File: config.mk
export PLATFORM = sky130hd
export DESIGN_NAME = line_seq
export DESIGN_NICKNAME = d
export VERILOG_FILES = /design/src/rtl/line_seq_pkg.sv /design/src/rtl/line_seq_trig.sv /design/src/rtl/line_seq_expo.sv /design/src/rtl/line_seq_rdout.sv /design/src/rtl/line_seq.sv
export SDC_FILE = /design/constraint.sdc
export NUM_CORES = 1
export LEC_CHECK = 0
export ABC_CLOCK_PERIOD_IN_PS = 6100
export CAP_MARGIN = 5
export CELL_PAD_IN_SITES_DETAIL_PLACEMENT = 1
export CELL_PAD_IN_SITES_GLOBAL_PLACEMENT = 1
export CORE_UTILIZATION = 50
export DETAILED_ROUTE_END_ITERATION = 8
export PLACE_DENSITY = 0.91
export SYNTH_ARGS = -nofsm -noshare
export SYNTH_HDL_FRONTEND = slang
export SYNTH_HIERARCHICAL = 1
export SYNTH_SLANG_ARGS = --single-unit
File: constraint.sdc
create_clock -name clk_i -period 6.1 [get_ports clk_i]
set_input_delay 1.83 -clock clk_i [delete_from_list [all_inputs] [get_ports clk_i]]
set_output_delay 1.83 -clock clk_i [all_outputs]
set_load 0.005 [all_outputs]
File: src/rtl/line_seq_pkg.sv
package line_seq_pkg;

  typedef enum logic [1:0] {
    ST_IDLE = 2'd0,
    ST_DLY  = 2'd1,
    ST_INT  = 2'd2,
    ST_GAP  = 2'd3
  } seq_state_e;

  // Effective exposure length: saturate into [lo, hi]; in free run also
  // raise to the readout length so the readout never falls behind.
  function automatic logic [31:0] eff_len(input logic [31:0] req,
                                          input logic        free_run,
                                          input logic [31:0] lo,
                                          input logic [31:0] hi,
                                          input logic [31:0] ro);
    logic [31:0] v;
    v = req;
    if (v < lo) v = lo;
    if (v > hi) v = hi;
    if (free_run && (v < ro)) v = ro;
    return v;
  endfunction

endpackage

File: src/rtl/line_seq_trig.sv
module line_seq_trig (
  input  logic clk_i,
  input  logic rst_ni,
  input  logic mode_i,
  input  logic trig_i,
  input  logic idle_i,
  input  logic pend_i,
  input  logic clr_i,
  output logic accept_o,
  output logic ack_o,
  output logic ovr_o
);
  logic trig_q;
  logic rise;
  logic reject;

  assign rise     = trig_i & ~trig_q;
  assign accept_o = rise & mode_i & idle_i & ~pend_i;
  assign reject   = rise & mode_i & ~accept_o;

  always_ff @(posedge clk_i or negedge rst_ni) begin
    if (!rst_ni) begin
      trig_q <= 1'b0;
      ack_o  <= 1'b0;
      ovr_o  <= 1'b0;
    end else begin
      trig_q <= trig_i;
      ack_o  <= accept_o;
      if (reject)      ovr_o <= 1'b1;
      else if (clr_i)  ovr_o <= 1'b0;
    end
  end
endmodule

File: src/rtl/line_seq_expo.sv
module line_seq_expo
  import line_seq_pkg::*;
#(
  parameter int CNT_W    = 16,
  parameter int INT_MIN  = 10,
  parameter int INT_MAX  = 600,
  parameter int TRIG_LAT = 11,
  parameter int GAP      = 12,
  parameter int RO_LEN   = 48
) (
  input  logic             clk_i,
  input  logic             rst_ni,
  input  logic             mode_i,
  input  logic             accept_i,
  input  logic             cfg_we_i,
  input  logic [CNT_W-1:0] cfg_val_i,
  output logic             expo_o,
  output logic             int_end_o,
  output logic             idle_o,
  output logic [CNT_W-1:0] int_len_o
);
  localparam logic [CNT_W-1:0] LenReset = CNT_W'(INT_MIN);
  localparam logic [CNT_W-1:0] LatM1    = CNT_W'(TRIG_LAT - 1);
  localparam logic [CNT_W-1:0] GapM1    = CNT_W'(GAP - 1);
  localparam logic [CNT_W-1:0] One      = CNT_W'(1);

  seq_state_e       state;
  logic [CNT_W-1:0] cnt;
  logic [CNT_W-1:0] cfg_q;
  logic [CNT_W-1:0] len_q;
  logic [CNT_W-1:0] start_len;

  assign start_len = CNT_W'(eff_len(32'(cfg_q), ~mode_i, 32'(INT_MIN),
                                    32'(INT_MAX), 32'(RO_LEN)));

  assign expo_o    = (state == ST_INT);
  assign int_end_o = (state == ST_INT) && (cnt == '0);
  assign idle_o    = (state == ST_IDLE);
  assign int_len_o = len_q;

  always_ff @(posedge clk_i or negedge rst_ni) begin
    if (!rst_ni) begin
      cfg_q <= LenReset;
    end else if (cfg_we_i) begin
      cfg_q <= cfg_val_i;
    end
  end

  always_ff @(posedge clk_i or negedge rst_ni) begin
    if (!rst_ni) begin
      state <= ST_IDLE;
      cnt   <= '0;
      len_q <= LenReset;
    end else begin
      unique case (state)
        ST_IDLE: begin
          if (!mode_i) begin
            state <= ST_INT;
            cnt   <= start_len - One;
            len_q <= start_len;
          end else if (accept_i) begin
            state <= ST_DLY;
            cnt   <= LatM1;
          end
        end
        ST_DLY: begin
          if (cnt == '0) begin
            state <= ST_INT;
            cnt   <= start_len - One;
            len_q <= start_len;
          end else begin
            cnt <= cnt - One;
          end
        end
        ST_INT: begin
          if (cnt == '0) begin
            if (!mode_i) begin
              state <= ST_GAP;
              cnt   <= GapM1;
            end else begin
              state <= ST_IDLE;
            end
          end else begin
            cnt <= cnt - One;
          end
        end
        ST_GAP: begin
          if (cnt == '0) begin
            if (!mode_i) begin
              state <= ST_INT;
              cnt   <= start_len - One;
              len_q <= start_len;
            end else begin
              state <= ST_IDLE;
            end
          end else begin
            cnt <= cnt - One;
          end
        end
        default: state <= ST_IDLE;
      endcase
    end
  end
endmodule

File: src/rtl/line_seq_rdout.sv
module line_seq_rdout #(
  parameter int PIX    = 16,
  parameter int DIV    = 3,
  parameter int RO_DLY = 2
) (
  input  logic clk_i,
  input  logic rst_ni,
  input  logic int_end_i,
  output logic req_o,
  output logic pend_o,
  output logic rdout_o,
  output logic pix_stb_o
);
  localparam int RoLen = PIX * DIV;
  localparam int RoW   = $clog2(RoLen + 1);
  localparam int DivW  = $clog2(DIV + 1);
  localparam int DlyW  = $clog2(RO_DLY + 1);
  localparam logic [RoW-1:0]  RoM1  = RoW'(RoLen - 1);
  localparam logic [DivW-1:0] DivM1 = DivW'(DIV - 1);
  localparam logic [DlyW-1:0] DlyM1 = DlyW'(RO_DLY - 1);

  logic            dly_on;
  logic [DlyW-1:0] dly_cnt;
  logic            ro_on;
  logic [RoW-1:0]  ro_cnt;
  logic [DivW-1:0] div_cnt;
  logic            pend;

  assign req_o     = dly_on && (dly_cnt == '0);
  assign pend_o    = pend;
  assign rdout_o   = ro_on;
  assign pix_stb_o = ro_on && (div_cnt == '0);

  always_ff @(posedge clk_i or negedge rst_ni) begin
    if (!rst_ni) begin
      dly_on  <= 1'b0;
      dly_cnt <= '0;
    end else if (int_end_i) begin
      dly_on  <= 1'b1;
      dly_cnt <= DlyM1;
    end else if (dly_on) begin
      if (dly_cnt == '0) dly_on  <= 1'b0;
      else               dly_cnt <= dly_cnt - DlyW'(1);
    end
  end

  always_ff @(posedge clk_i or negedge rst_ni) begin
    if (!rst_ni) begin
      ro_on   <= 1'b0;
      ro_cnt  <= '0;
      div_cnt <= '0;
      pend    <= 1'b0;
    end else if (!ro_on) begin
      if (req_o) begin
        ro_on   <= 1'b1;
        ro_cnt  <= RoM1;
        div_cnt <= '0;
      end
    end else if (ro_cnt == '0) begin
      if (pend || req_o) begin
        ro_cnt  <= RoM1;
        div_cnt <= '0;
        pend    <= 1'b0;
      end else begin
        ro_on <= 1'b0;
      end
    end else begin
      ro_cnt  <= ro_cnt - RoW'(1);
      div_cnt <= (div_cnt == DivM1) ? '0 : div_cnt + DivW'(1);
      if (req_o) pend <= 1'b1;
    end
  end
endmodule

File: src/rtl/line_seq.sv
module line_seq #(
  parameter int CNT_W    = 16,
  parameter int INT_MIN  = 10,
  parameter int INT_MAX  = 600,
  parameter int TRIG_LAT = 11,
  parameter int RO_DLY   = 2,
  parameter int GAP      = 12,
  parameter int PIX      = 16,
  parameter int DIV      = 3
) (
  input  logic             clk_i,
  input  logic             rst_ni,
  input  logic             mode_i,
  input  logic             trig_i,
  input  logic             cfg_we_i,
  input  logic [CNT_W-1:0] cfg_val_i,
  input  logic             ovr_clr_i,
  output logic             expo_o,
  output logic             rdout_o,
  output logic             pix_stb_o,
  output logic             trig_ack_o,
  output logic             ovr_o
);
  localparam int RoLen = PIX * DIV;

  logic             accept_w;
  logic             idle_w;
  logic             pend_w;
  logic             int_end_w;
  logic             ro_req_w;
  logic [CNT_W-1:0] int_len_w;

  line_seq_trig u_trig (
    .clk_i    (clk_i),
    .rst_ni   (rst_ni),
    .mode_i   (mode_i),
    .trig_i   (trig_i),
    .idle_i   (idle_w),
    .pend_i   (pend_w),
    .clr_i    (ovr_clr_i),
    .accept_o (accept_w),
    .ack_o    (trig_ack_o),
    .ovr_o    (ovr_o)
  );

  line_seq_expo #(
    .CNT_W    (CNT_W),
    .INT_MIN  (INT_MIN),
    .INT_MAX  (INT_MAX),
    .TRIG_LAT (TRIG_LAT),
    .GAP      (GAP),
    .RO_LEN   (RoLen)
  ) u_expo (
    .clk_i     (clk_i),
    .rst_ni    (rst_ni),
    .mode_i    (mode_i),
    .accept_i  (accept_w),
    .cfg_we_i  (cfg_we_i),
    .cfg_val_i (cfg_val_i),
    .expo_o    (expo_o),
    .int_end_o (int_end_w),
    .idle_o    (idle_w),
    .int_len_o (int_len_w)
  );

  line_seq_rdout #(
    .PIX    (PIX),
    .DIV    (DIV),
    .RO_DLY (RO_DLY)
  ) u_rdout (
    .clk_i     (clk_i),
    .rst_ni    (rst_ni),
    .int_end_i (int_end_w),
    .req_o     (ro_req_w),
    .pend_o    (pend_w),
    .rdout_o   (rdout_o),
    .pix_stb_o (pix_stb_o)
  );
endmodule

==> impl_results.md, run 1 <==
* Status: complete, no violations
* Fin. Hold Viols at 0
* Initial antenna violation count at 0
* # diodes at 0
* Fillers at 620
* P_sw at 0.000212 W
* Ys Warns at 6
* Syn Inst Count at between 200 and 300
* Via Count at 2289
* DR WL/cell at 17.4 µm
* Placed cell count at approximately 380
* Post-layout nets at 341
* WP data required at 6.30 ns
* Drt total wl at 6750 µm
* Largest net degree at the start of global routing at 51
* Internal Power at between 0.0005 and 0.0006 W
* Final setup TNS at 0 ns
* Startpoint types: input pin
* R2r startpoint: u_expo/cfg_q[9]
* Post-synthesis net count at 318
* Initial Util at 52.2%
* Most common cell after layout, fill and taps aside: dfrtp_1
* Cell Count, Final, Fillers Out at 387
* Routed Antenna Nets at 0
* CP peak stage delay at 0.75 ns
* Clk buf depth at 2
* Worst slew margin at about 53%
* Cell area power density at 221 nW/µm²
* Commonest non-fill, non-tap cells in the layout: dfrtp_1, nor2_1, clkdlybuf4s50_1
* Hold buffer count at cts at 0
* CTS tree: built
* GR Layer Usage met1 at 30.1%
* Die Area at 6090 µm²
* Worst setup path class: in -> reg
* Chip height at 78.0 µm
* Critical path origin: mode_i
* Lkg Pwr at around 1.3 nW
* Combinational Power Share at around 14%
* Clock share of power at approximately 28%
* Routability cong. at 0.891
* Layout cells sized above 1 at 15.6%
* Top Ports at 27
* Netlist Area Pre-Place at 2890 µm²
* Worst Max-Slew Pin Slew at 0.699 ns
* Met2 Usage GRT at between 40% and 50%
* Total track usage at 24.3%
* Hold_sp: u_rdout/div_cnt[1]
* CTS H-Tree Depth at 2
* DP HPWL at 4910 µm
* Pre-Repair DR Iteration Count at 4
* Max Slew Vio Count at 0
* CP max FO at 9
* M3 GR Usage at 4.42%
* First-pass GRT wire length at 11600 µm
* Setup violators final at 0
* Vias/cell at 5.91
* CP endpoint kind: register
* Core box area at 5540 µm²
* Final min period at 4.54 ns
* Sw Share at 29.2%
* Max Cap Violations at 0
* GR Overflow Total at 0
* Avg Cell Area, Syn at 9.93 µm²
* Vias in the first global route at about 2400
* Worst VDD drop at 160 µV
* Clk slew on worst S/H paths at approximately 0.09 ns
* GRT busiest layer: met2
* Die X at approximately 78 µm
* Critical path arrival at 4.73 ns
* CTS sink cnt at 50
* TritonCTS Buffers at 5
* Area grow syn2layout at 13.4%
* # resized after CTS at 0
* Critical-path cell list: clkdlybuf4s50_1 -> nor2_1 -> and3_2 -> or3_1 -> ha_1 -> nor2b_1 -> a32oi_1 -> and4bb_1 -> xnor2_1 -> a221o_1
* Overall power at 0.000725 W
* Starting DRC count in detailed routing at ~130
* CP max-delay cell: clkdlybuf4s50_1
* Site row count at 27
* Flop pwr share at a little under 60%
* Crit share post-route at 74.4%
* Post-route DRC at 0
* RSZ-0062 raised after global routing: false
* Port Buffers at 26
* Clock root cell: clkbuf_8
* Type of the tightest min-delay check: reg -> reg
* Post-CTS Setup Repair Bufs at 0
* Fmax at 220 MHz
* Clk Latency, worst-skew pair at ~0.30 ns
* Clock Skews at 0.00769 ns
==> final timing paths <==
check | slack, ns | endpoint | depth (start not counted)
max | 1.56 | u_expo/cnt[8] | 10
min reg2reg | 0.49 | u_rdout/div_cnt[1] | 1
max in group asynchronous | 4.05 | u_expo/cnt[7] | 2
min | 0.49 | u_rdout/div_cnt[1] | 1
min in group asynchronous | 1.62 | u_rdout/dly_cnt[0] | 2
max reg2reg | 2.83 | u_expo/cnt[8] | 11
==> area by class of cell <==
| class | count | area [µm²] | area share, % |
|---|---|---|---|
| multi-input cells | 217 | 1530 | 46.7 |
| well taps | 72 | 90.1 | 2.75 |
| clock inverters | 1 | 5.00 | 0.153 |
| repair buffers | 27 | 263 | 8.02 |
| flip-flops and latches | 50 | 1250 | 38.2 |
| inverters | 13 | 48.8 | 1.49 |
| clock buffers | 7 | 86.3 | 2.63 |
==> routing by layer <==
metal / up-vias / wire, µm / share of wire [%]
li1: 1111 / - / -
met4: 0 / 15 / 0.22
met1: 1143 / 3080 / 46
met2: 33 / 3490 / 52
met5: - / 0 / 0
met3: 2 / 167 / 2.5
==> power by group through the flow <==
stage	clock (W)	combinational [W]	sequential (W)
after floorplan	0	0.0000749	0.000409
after global placement	0	0.0000958	0.000423
after detailed placement	0	0.000102	0.000428
after CTS	0.000207	0.000103	0.000421
after global routing	0.000220	0.000113	0.000429
final	0.000201	0.000102	0.000422
==> state kept, by name, indices dropped and copies added, names as in the netlist <==
| signal | count |
|---|---|
| u_rdout/ro_cnt | 6 |
| u_rdout/rdout_o | 1 |
| u_rdout/pend_o | 1 |
| u_trig/trig_q | 1 |
| u_trig/ack_o | 1 |
| u_expo/state | 2 |
| u_rdout/dly_on | 1 |
| u_rdout/dly_cnt | 2 |
| u_expo/cnt | 16 |
| u_expo/cfg_q | 16 |
| u_trig/ovr_o | 1 |
| u_rdout/div_cnt | 2 |
==> worst max-delay path: cells and delay by family <==
kind / cells / cell delay (ns)
and+or+nand+nor: 5 / 1.18
buffers and inverters: 1 / 0.75
xor gates and xnor gates: 1 / 0.12
adders and majority gates: 1 / 0.26
AOI/OAI and AO/OA: 2 / 0.60
==> per-stage QoR <==
stage	setup WS [ns]	utilization [%]	hold slack (ns)	cell area, µm²
final	1.56	59.2	0.493	3280
after global routing	1.43	59.2	0.535	3280
after CTS	1.58	59.2	0.503	3280
after detailed placement	1.27	57.5	0.490	3190
after global placement	1.36	57.5	0.465	3190
after floorplan	1.95	-	0.451	2890
No activity file was read; power rests on OpenSTA's default activity.
==> run 2: changes to the inputs <==
--- a/config.mk
+++ b/config.mk
@@ -5,13 +5,13 @@
 export SDC_FILE = /design/constraint.sdc
 export NUM_CORES = 1
 export LEC_CHECK = 0
-export ABC_CLOCK_PERIOD_IN_PS = 6100
+export ABC_CLOCK_PERIOD_IN_PS = 3880
 export CAP_MARGIN = 5
 export CELL_PAD_IN_SITES_DETAIL_PLACEMENT = 1
 export CELL_PAD_IN_SITES_GLOBAL_PLACEMENT = 1
-export CORE_UTILIZATION = 50
+export CORE_UTILIZATION = 42
 export DETAILED_ROUTE_END_ITERATION = 8
-export PLACE_DENSITY = 0.91
+export PLACE_DENSITY = 0.83
 export SYNTH_ARGS = -nofsm -noshare
 export SYNTH_HDL_FRONTEND = slang
 export SYNTH_HIERARCHICAL = 1
==> constraint.sdc (replaced) <==
create_clock -name clk_i -period 3.88 [get_ports clk_i]
set_input_delay 1.164 -clock clk_i [delete_from_list [all_inputs] [get_ports clk_i]]
set_output_delay 1.164 -clock clk_i [all_outputs]
set_load 0.005 [all_outputs]
==> impl_results.md, run 2 (synthesized netlist as in run 1, its figures left out) <==
* Status: complete, no violations
* Area grow syn2layout at 15.4%
* Top Ports at 27
* Commonest non-fill, non-tap cells in the layout: dfrtp_1, nor2_1, clkdlybuf4s50_1
* Crit share post-route at 91.3%
* Critical path arrival at 3.74 ns
* Worst Max-Slew Pin Slew at 0.842 ns
* CTS tree: built
* Hold buffer count at cts at 0
* P_sw at around 0.00033 W
* Final Cell Area at 3340 µm²
* # diodes at 0
* Pre-Repair DR Iteration Count at 6
* Sw Share at between 20 and 30%
* Die X at 85.0 µm
* Starting DRC count in detailed routing at 91
* Cell area power density at 361 nW/µm²
* Worst slew margin at 43.8%
* Flop pwr share at 55.1%
* Setup violators final at 0
* Vias in the first global route at 2500
* Overall power at ~0.0012 W
* TritonCTS Buffers at 5
* Initial Util at 44.5%
* Final setup TNS at 0 ns
* Vias/cell at 5.90
* Type of the tightest min-delay check: reg -> reg
* Total track usage at 20.8%
* Routed Antenna Nets at 0
* Port Buffers at 26
* Fmax at 282 MHz
* CP endpoint kind: register
* Worst setup path class: in -> reg
* Clock share of power at 31.6%
* DP HPWL at 5090 µm
* Placed cell count at 388
* Drt total wl at 6780 µm
* Combinational Power Share at between 10% and 20%
* Lkg Pwr at between 1 and 1.5 nW
* Fin. Hold Viols at 0
* Die Area at roughly 7200 µm²
* Chip height at 85.0 µm
* Post-route DRC at 0
* Core box area at 6490 µm²
* Clock Skews at approximately 0.0092 ns
* Layout cells sized above 1 at approximately 17%
* Max Cap Violations at 0
* Worst VDD drop at 198 µV
* Clk slew on worst S/H paths at about 0.090 ns
* Startpoint types: input pin
* Largest net degree at the start of global routing at 38
* DR WL/cell at 17.2 µm
* CTS sink cnt at 50
* Initial antenna violation count at 0
* Clk Latency, worst-skew pair at 0.31 ns
* Routability cong. at ~0.85
* Biggest regs: u_expo/cfg_q (16), u_expo/cnt (16), u_rdout/ro_cnt (6)
* Most common cell after layout, fill and taps aside: dfrtp_1
* RSZ-0062 raised after global routing: false
* CTS H-Tree Depth at 2
* GR Overflow Total at 0
* Clock root cell: clkbuf_8
* Final min period at 3.54 ns
* Max Slew Vio Count at 0
* Via Count at 2331
* CP max FO at 3
* Post-CTS Setup Repair Bufs at 0
* Cell Count, Final, Fillers Out at 395
* Post-layout nets at between 300 and 400
* # resized after CTS at 0
* Clk buf depth at 2
* Site row count at 29
* DP Area at 3220 µm²
* First-pass GRT wire length at 11800 µm
* Internal Power at 0.000870 W
* WP data required at around 4.1 ns
run 2: layout make-up:
| class | instances | area [µm²] |
|---|---|---|
| clock buffer | 6 | 82.6 |
| clock inverter | 1 | 30.0 |
| fill | 731 | 3160 |
| inverter | 13 | 48.8 |
| multi-input combinational | 217 | 1530 |
| sequential | 50 | 1250 |
| tap | 77 | 96.3 |
| timing repair buffer | 31 | 293 |
run 2: path summary, 6_finish.rpt:
| kind | from | depth (start not counted) | end | slack (ns) |
|---|---|---|---|---|
| worst max register to register | u_expo/cfg_q[9] | 11 | u_expo/cnt[8] | 0.57 |
| worst min-delay path | u_rdout/div_cnt[1] | 1 | u_rdout/div_cnt[1] | 0.48 |
| max in group asynchronous | rst_ni | 2 | u_expo/cfg_q[1] | 2.14 |
| worst max-delay path | mode_i | 10 | u_expo/cnt[8] | 0.34 |
| worst min register to register | u_rdout/div_cnt[1] | 1 | u_rdout/div_cnt[1] | 0.48 |
| min in group asynchronous | rst_ni | 1 | u_expo/state[0] | 0.95 |
run 2: per-layer routing:
layer,part of all wire (%),global-route usage (%),vias to the layer above
li1,-,-,1126
met3,2.1,3.21,10
met1,45,26.1,1164
met2,52,37.0,31
met5,0,0,-
met4,1.4,6.01,0
run 2: critical path, cell delays in order:
cell and delay [ns]:
clkdlybuf4s50_1 0.52, nor2_1 0.06, and3_2 0.22, or3_1 0.40, ha_1 0.26, nor2b_1 0.16
a32oi_1 0.23, and4bb_1 0.25, xnor2_1 0.13, a221o_1 0.34
run 2: stage by stage:
stage	setup slack (ns)	hold WS [ns]	util [%]
floorplan	0.399	0.451	-
global placement	0.101	0.462	49.6
detailed placement	0.0133	0.470	49.6
CTS	0.342	0.484	51.4
global route	0.256	0.494	51.4
finish	0.338	0.484	51.4
run 2: power groups by stage:
stage / combinational (W) / clock, W / sequential [W]
3_3_place_gp: 0.000152 / 0 / 0.000665
3_5_place_dp: 0.000161 / 0 / 0.000672
4_1_cts: 0.000163 / 0.000393 / 0.000662
6_report: 0.000160 / 0.000380 / 0.000664
5_1_grt: 0.000180 / 0.000411 / 0.000675
2_1_floorplan: 0.000118 / 0 / 0.000643
==> run 3: changes to the inputs <==
--- a/config.mk
+++ b/config.mk
@@ -11,6 +11,7 @@
 export CELL_PAD_IN_SITES_GLOBAL_PLACEMENT = 1
 export CORE_UTILIZATION = 42
 export DETAILED_ROUTE_END_ITERATION = 8
+export GPL_TIMING_DRIVEN = 0
 export PLACE_DENSITY = 0.83
 export SYNTH_ARGS = -nofsm -noshare
 export SYNTH_HDL_FRONTEND = slang
==> impl_results.md, run 3 (synthesized netlist as in run 1, its figures left out) <==
* Status: complete, no violations
* Number of cells on the critical path at 10
* Post-layout nets at 350
* Final min period at 3.49 ns
* Area of the multi-input gates at 1530 µm²
* Worst reg2reg path endpoint: u_expo/cnt[8]
* Vias/cell at between 5 and 6
* CTS sink cnt at 50
* Overall power at ~0.0012 W
* Initial antenna violation count at 0
* CTS H-Tree Depth at 2
* Site row count at 29
* Routability cong. at around 0.78
* TritonCTS Buffers at 5
* Cell Count, Final, Fillers Out at 401
* CP max FO at 9
* Total track usage at 21.4%
* Type of the tightest min-delay check: reg -> reg
* Pre-Repair DR Iteration Count at 6
* Critical path origin: mode_i
* R2r setup slk at between 0.5 and 0.6 ns
* Max Cap Violations at 0
* Via Count at 2344
* GR Overflow Total at 0
* Largest net degree at the start of global routing at 40
* Die Area at 7220 µm²
* WP buf/inv at 1
* CP delay by family, top: simple AND/OR/NAND/NOR gates
* Reg area at between 1000 and 1500 µm²
* Placed cell count at 394
* Port Buffers at 25
* Commonest non-fill, non-tap cells in the layout: dfrtp_1, nor2_1, clkdlybuf4s50_1
* DP HPWL at 5120 µm
* Clock root cell: clkbuf_8
* Fmax at 286 MHz
* Core box area at 6490 µm²
* CTS tree: built
* Initial Util at 44.5%
* Clk slew on worst S/H paths at 0.10 ns
* Area grow syn2layout at 15.9%
* Crit path capture: u_expo/cnt[8]
* Die X at 85.0 µm
* Fin. Hold Viols at 0
* Worst setup path class: in -> reg
* Top Ports at 27
* Worst r2r path cells at 11
* RSZ-0062 raised after global routing: false
* Vias in the first global route at 2588
* Worst VDD drop at roughly 170 µV
* Critical-path cell list: clkbuf_2 -> nor2_1 -> and3_2 -> or3_1 -> ha_1 -> nor2b_1 -> a32oi_1 -> and4bb_1 -> xnor2_1 -> a221o_1
* Hold buffer count at cts at 0
* # diodes at 0
* Post-route DRC at 0
* Max Slew Vio Count at 0
* Most common cell after layout, fill and taps aside: dfrtp_1
* Routed Antenna Nets at 0
* Cell area power density at 357 nW/µm²
* Critical path arrival at 3.69 ns
* Clock Skews at 0.0143 ns
* Layout cells sized above 1 at around 17%
* Crit share post-route at between 90% and 100%
* CP peak stage delay at 0.44 ns
* CP endpoint kind: register
* R2r startpoint: u_expo/cfg_q[15]
* WP data required at roughly 4 ns
* CP max-delay cell: or3_1
* Fillers at about 740
* First-pass GRT wire length at 12200 µm
* Drt total wl at just over 7000 µm
* DR WL/cell at 17.6 µm
* Worst slew margin at 61.4%
* Starting DRC count in detailed routing at 79
* Biggest regs: u_expo/cfg_q (16), u_expo/cnt (16), u_rdout/ro_cnt (6)
* Lkg Pwr at about 1.4 nW
* Worst Max-Slew Pin Slew at 0.573 ns
* Chip height at around 85 µm
* Startpoint types: input pin
* Clk Latency, worst-skew pair at 0.31 ns
* Setup violators final at 0
* Clk buf depth at 2
## run 3: worst register-to-register path, cell delays in order (launching register included)
cell	delay [ns]
dfrtp_1	0.41
nor4_4	0.37
nand2_2	0.15
a211oi_1	0.27
nor2_1	0.07
or4_1	0.52
ha_1	0.24
nor2b_1	0.16
a32oi_1	0.30
and4bb_1	0.27
xnor2_1	0.14
a221o_1	0.35
## run 3: layout make-up
cell class / count / share of cell area (%)
plain buffers: 10 / 1.57
clock buffers: 7 / 2.28
clock inverters: 1 / 0.897
inverters: 13 / 1.46
multi-input cells: 217 / 45.7
flip-flops and latches: 50 / 37.4
well taps: 77 / 2.88
repair buffers: 26 / 7.77
## run 3: timing repair
item / CTS / global route
buffers inserted: 0 / 0
resized for setup: 1 / 2
setup endpoints to repair: 1 / 1
## run 3: metal layers
layer / part of all wire (%) / vias up / wire, µm / global-route usage [%]
met5: 0 / - / 0 / 0
met1: 46 / 1180 / 3230 / 27.4
met3: 2.4 / 4 / 168 / 3.60
met4: 0.64 / 0 / 45 / 5.70
li1: - / 1126 / - / -
met2: 51 / 34 / 3600 / 37.4
## run 3: worst min-delay path by stage
stage / slack, ns / cells after the start / to / start
floorplan: 0.45 / 1 / u_rdout/div_cnt[1] / u_rdout/div_cnt[1]
global placement: 0.46 / 1 / u_rdout/div_cnt[1] / u_rdout/div_cnt[1]
detailed placement: 0.48 / 1 / u_rdout/div_cnt[1] / u_rdout/div_cnt[1]
CTS: 0.49 / 1 / u_rdout/div_cnt[1] / u_rdout/div_cnt[1]
global route: 0.51 / 1 / u_rdout/div_cnt[1] / u_rdout/div_cnt[1]
finish: 0.48 / 1 / u_rdout/div_cnt[1] / u_rdout/div_cnt[1]
## run 3: report_power, final
group	internal (W)	switching (W)	leakage (nW)
sequential	0.000576	0.0000758	0.587
combinational	0.0000898	0.0000844	0.730
clock	0.000193	0.000176	0.0524
## run 3: per-stage QoR
| stage | TNS (ns) | setup WS [ns] | utilization [%] | cell area, µm² | hold WS [ns] |
|---|---|---|---|---|---|
| after floorplan | 0 | 0.399 | - | 2890 | 0.451 |
| after global placement | -0.643 | -0.524 | 49.8 | 3240 | 0.459 |
| after detailed placement | -0.855 | -0.622 | 50.1 | 3250 | 0.475 |
| after CTS | 0 | 0.111 | 51.6 | 3350 | 0.489 |
| after global routing | 0 | 0.261 | 51.6 | 3350 | 0.509 |
| final | 0 | 0.387 | 51.6 | 3350 | 0.483 |
